## config.mk

```make
export PLATFORM = sky130hd
export DESIGN_NAME = op_pipe_seq
export DESIGN_NICKNAME = d
export VERILOG_FILES = /design/src/rtl/op_pipe_seq.sv
export SDC_FILE = /design/constraint.sdc
export NUM_CORES = 1
export LEC_CHECK = 0
export CAP_MARGIN = 30
export CORE_MARGIN = 4
export CORE_UTILIZATION = 29
export DETAILED_ROUTE_END_ITERATION = 8
export PLACE_DENSITY = 0.77
export SYNTH_ARGS = -nofsm -noshare
export SYNTH_HDL_FRONTEND = slang
export SYNTH_SLANG_ARGS = --single-unit
```

## constraint.sdc

```tcl
create_clock -name clk -period 1.5 [get_ports clk]
set_input_delay 0.375 -clock clk [delete_from_list [all_inputs] [get_ports clk]]
set_output_delay 0.375 -clock clk [all_outputs]
set_load 0.005 [all_outputs]
```

## src/rtl/op_pipe_seq.sv

```systemverilog
module op_pipe_seq #(
  parameter int          WORD_W  = 16,
  parameter logic [7:0]  EXC_VEC = 8'd4
) (
  input  logic              clk,
  input  logic              rst_n,
  input  logic              ins_valid,
  input  logic [WORD_W-1:0] ins_word,
  output logic              ins_accept,
  output logic              en_ds,
  output logic              en_oc,
  output logic              en_ag,
  output logic              en_ex,
  output logic              mem_rd,
  output logic              mem_wr,
  output logic              exc_req,
  output logic [7:0]        exc_vector
);
  localparam logic [1:0] C_RR  = 2'b00;
  localparam logic [1:0] C_LD  = 2'b01;
  localparam logic [1:0] C_ST  = 2'b10;
  localparam logic [1:0] C_RMW = 2'b11;

  logic [1:0] cls, step, last_step;
  logic       illegal, go, load_pass, store_pass;
  logic       ag_q, ex_q, wr_q, exc_q;

  assign cls     = ins_word[WORD_W-1 -: 2];
  assign illegal = &ins_word[WORD_W-3 -: 2];
  assign go      = ins_valid && !illegal;

  always_comb begin
    case (cls)
      C_LD:    last_step = 2'd1;
      C_RMW:   last_step = 2'd2;
      default: last_step = 2'd0;
    endcase
  end

  assign load_pass  = (cls == C_LD) || (cls == C_RMW && step != 2'd2);
  assign store_pass = (cls == C_ST) || (cls == C_RMW && step == 2'd2);

  assign en_ds  = go && ((load_pass && step == 2'd0) || store_pass);
  assign en_oc  = go && ((cls == C_RR) || (load_pass && step == 2'd1) || store_pass);
  assign mem_rd = go && load_pass && step == 2'd1;
  assign ins_accept = ins_valid && (illegal || step == last_step);

  always_ff @(posedge clk) begin
    if (!rst_n) begin
      step  <= '0;
      ag_q  <= 1'b0;
      ex_q  <= 1'b0;
      wr_q  <= 1'b0;
      exc_q <= 1'b0;
    end else begin
      step  <= (!ins_valid || ins_accept) ? 2'd0 : step + 2'd1;
      ag_q  <= en_ds;
      ex_q  <= en_oc;
      wr_q  <= go && store_pass;
      exc_q <= ins_valid && illegal;
    end
  end

  assign en_ag      = ag_q;
  assign en_ex      = ex_q;
  assign mem_wr     = wr_q;
  assign exc_req    = exc_q;
  assign exc_vector = EXC_VEC;

  assert_ex_follows_oc_R2: assert property (@(posedge clk) disable iff (!rst_n)
    en_oc |=> en_ex);
  assert_ag_follows_ds_R3: assert property (@(posedge clk) disable iff (!rst_n)
    en_ds |=> en_ag);
  assert_rd_in_fetch_R3: assert property (@(posedge clk) disable iff (!rst_n)
    mem_rd |-> en_oc && !en_ds);
  assert_store_collapse_R4: assert property (@(posedge clk) disable iff (!rst_n)
    mem_wr |-> en_ag && en_ex);
  assert_illegal_quiet_R6: assert property (@(posedge clk) disable iff (!rst_n)
    exc_req |-> !en_ex && !en_ag && !mem_wr);
  assert_exc_after_accept_R6: assert property (@(posedge clk) disable iff (!rst_n)
    $rose(exc_req) |-> $past(ins_accept));
endmodule

```

==> run summary <==
Critical Path RT: 1.12 ns
Stages on the worst setup path: 6
Vias in the first global route: 411
Utilization after layout: 59.8%
CTS Sinks: 6
Drt first pass iters: 2
Critical path fanouts, max: 2
DP Area: 578 um2
Initial DRC Count: 7
Mapped Area: 383 um2
Outcome: complete, but fails checks
Max frequency: 607 MHz
Routed vias/inst: 4.53
Failing checks: setup timing
Synth Flop Type: dfxtp_1
Slowest-stage cell, CP: dfxtp_2
Gr ovfl total: 0
Top delay family on crit path: flip-flops
ANT nets after route: 0
Vias: 408
DIE WIDTH: 44.3 um
CTS Root Cell: clkbuf_4
Drt wl/cell: 12.7 um
Clock Tree Buf Depth: 2
CP Cell Sequence: inv_2 -> buf_6 -> ha_4 -> a22oi_2 -> nor2_1 -> buf_2
Final setup margin: -0.148 ns
Final hold slack: 0.574 ns
TritonCTS clock tree: done
Port Buffers: 14
Die Height: 44.3 um
R2r worst-path depth: 7
GRT busiest layer: met2
Nets@finish: 100
I/O Pins: 35
Gp weighted congestion: 0.747
Final min period: 1.65 ns
Met3 Use GR: 5.69%
Post-synth ARST share: 0%
Initial core utilization: 32.7%
VDD IR-drop max: 0.000359 V
Slew Viols, Final: 0
DRC: 0
Hpwl dp: 775 um
Maximum number of pins on one net before global-route repair: 6
Die area: 1970 um2
# setup viols final: 4
TritonCTS Buffers: 3
# rows: 12
Final Hold Viols: 0
Core Footprint: 1170 um2
Unrepaired setup endpoints after global routing: true
CP Launch Type: flop
Leak: 0.317 nW
First-pass GRT wire length: 1.84 mm
Htree depth: 1
Clock Latency Late Sink: 0.24 ns
Fraction of layout cells with a size suffix above 1: 55.3%
Hold depth: 2
Met1 Resource Use GR: 13.5%
#FFs+latches synth: 6
Hold_buf cts: 0
Sequential share of the synthesized area: 31.4%
Synth Warn #: 0
Max-cap violations: 0
Antenna diodes: 0
Cells after Synth: 47
Area delta synth->final: 83.0%
Crit Path Class: reg2out
Clock-pin slew on the worst setup and hold paths: 0.05 ns
Delay of the slowest critical-path stage: 0.33 ns
Hold Path Class: reg2reg
Finished Cell Area: 701 um2
Mapped Avg Cell Area: 8.15 um2
Crit path arrival time: 1.27 ns
Final period util: 110%
Worst Clk Skew: 0.00590 ns
CP bufs+invs: 3
Overall Global Routing Usage: 13.4%
GR Util met2: 23.8%
Pwr dens: 615 nW/um2
Post-synth EDFFs: 0
Distinct cells, synth: 18
Fill cells: 108
Antenna violations before repair: 0
Post-placement setup slack: -0.807 ns
Worst setup EP type: output port
R2R setup slack: 0.14 ns
Detailed Route WL: 1.15 mm
state kept, by name, indices dropped and copies added (netlist names):
signal,flops
en_ag,1
en_ex,1
exc_req,1
mem_wr,1
step,2
through the flow:
step	TNS (ns)	std cells	power [W]
after floorplan	0	53	0.000218
after CTS	-0.521	89	0.000429
after global routing	-0.761	90	0.000459
final	-0.519	90	0.000431
after detailed placement	-3.15	83	0.000267
after global placement	-2.87	83	0.000264
area by class of cell:
class	instances	area [um2]	area share, %
Inverter	4	15.0	2.14
Multi-Input combinational cell	35	299	42.7
Sequential cell	6	125	17.9
Tap cell	14	17.5	2.50
Clock buffer	3	22.5	3.21
Timing Repair Buffer	28	221	31.6
report_power, final:
group	switching (W)	internal [W]
registers	0.00000194	0.000163
clock network	0.0000554	0.0000903
logic	0.0000530	0.0000670
synthesized netlist by cell type (2+ instances only):
| cell type | number | area share (%) |
|---|---|---|
| ha_1 | 3 | 9.8 |
| dfxtp_1 | 6 | 31 |
| nor3_1 | 3 | 3.9 |
| inv_1 | 4 | 3.9 |
| buf_4 | 8 | 16 |
| conb_1 | 2 | 2.0 |
| nand2_1 | 5 | 4.9 |
| nor2_1 | 5 | 4.9 |
| nand3_1 | 2 | 2.6 |
worst paths after layout:
kind | startpoint | endpoint
hold / removal | step[0] | step[0]
hold reg to reg | step[0] | step[0]
setup / recovery | step[0] | en_ds
setup reg to reg | step[1] | en_ex
kinds of logic after synthesis:
family,share of synthesized area (%)
AND/OR/NAND/NOR,28.1
buffers and inverters,19.6
flip-flops,31.4
AO/OA/AOI/OAI,9.15
adder cells (fa/ha/maj),9.80
other,1.96
routing by layer:
layer  wire length (um)  vias up
met5                  0        -
li1                   -      198
met1                414      181
met2                554       23
met4                 37        0
met3                141        6
repair_timing:
action,in CTS,in global routing
gates resized for setup,46,3
pin swaps,10,4
setup endpoints to repair,4,4
buffers inserted,3,1
tightest hold or removal path: stages, from the launching register on:
cell,delay (ns)
dfxtp_2,0.33
buf_4,0.15
nor3_1,0.06
placed cells by master, fill, tap and decap left out, types with 2 or more instances in the layout:
cell type and count:
buf_2 4, buf_4 13, clkbuf_4 3, clkdlybuf4s50_1 5, conb_1 8, dfxtp_1 4, dlygate4sd2_1 3, ha_4 3
inv_2 3, nand2_1 3, nand2_2 2, nand3_1 2, nor2_1 4, nor3_2 2
No activity file was read; power rests on OpenSTA's default activity.
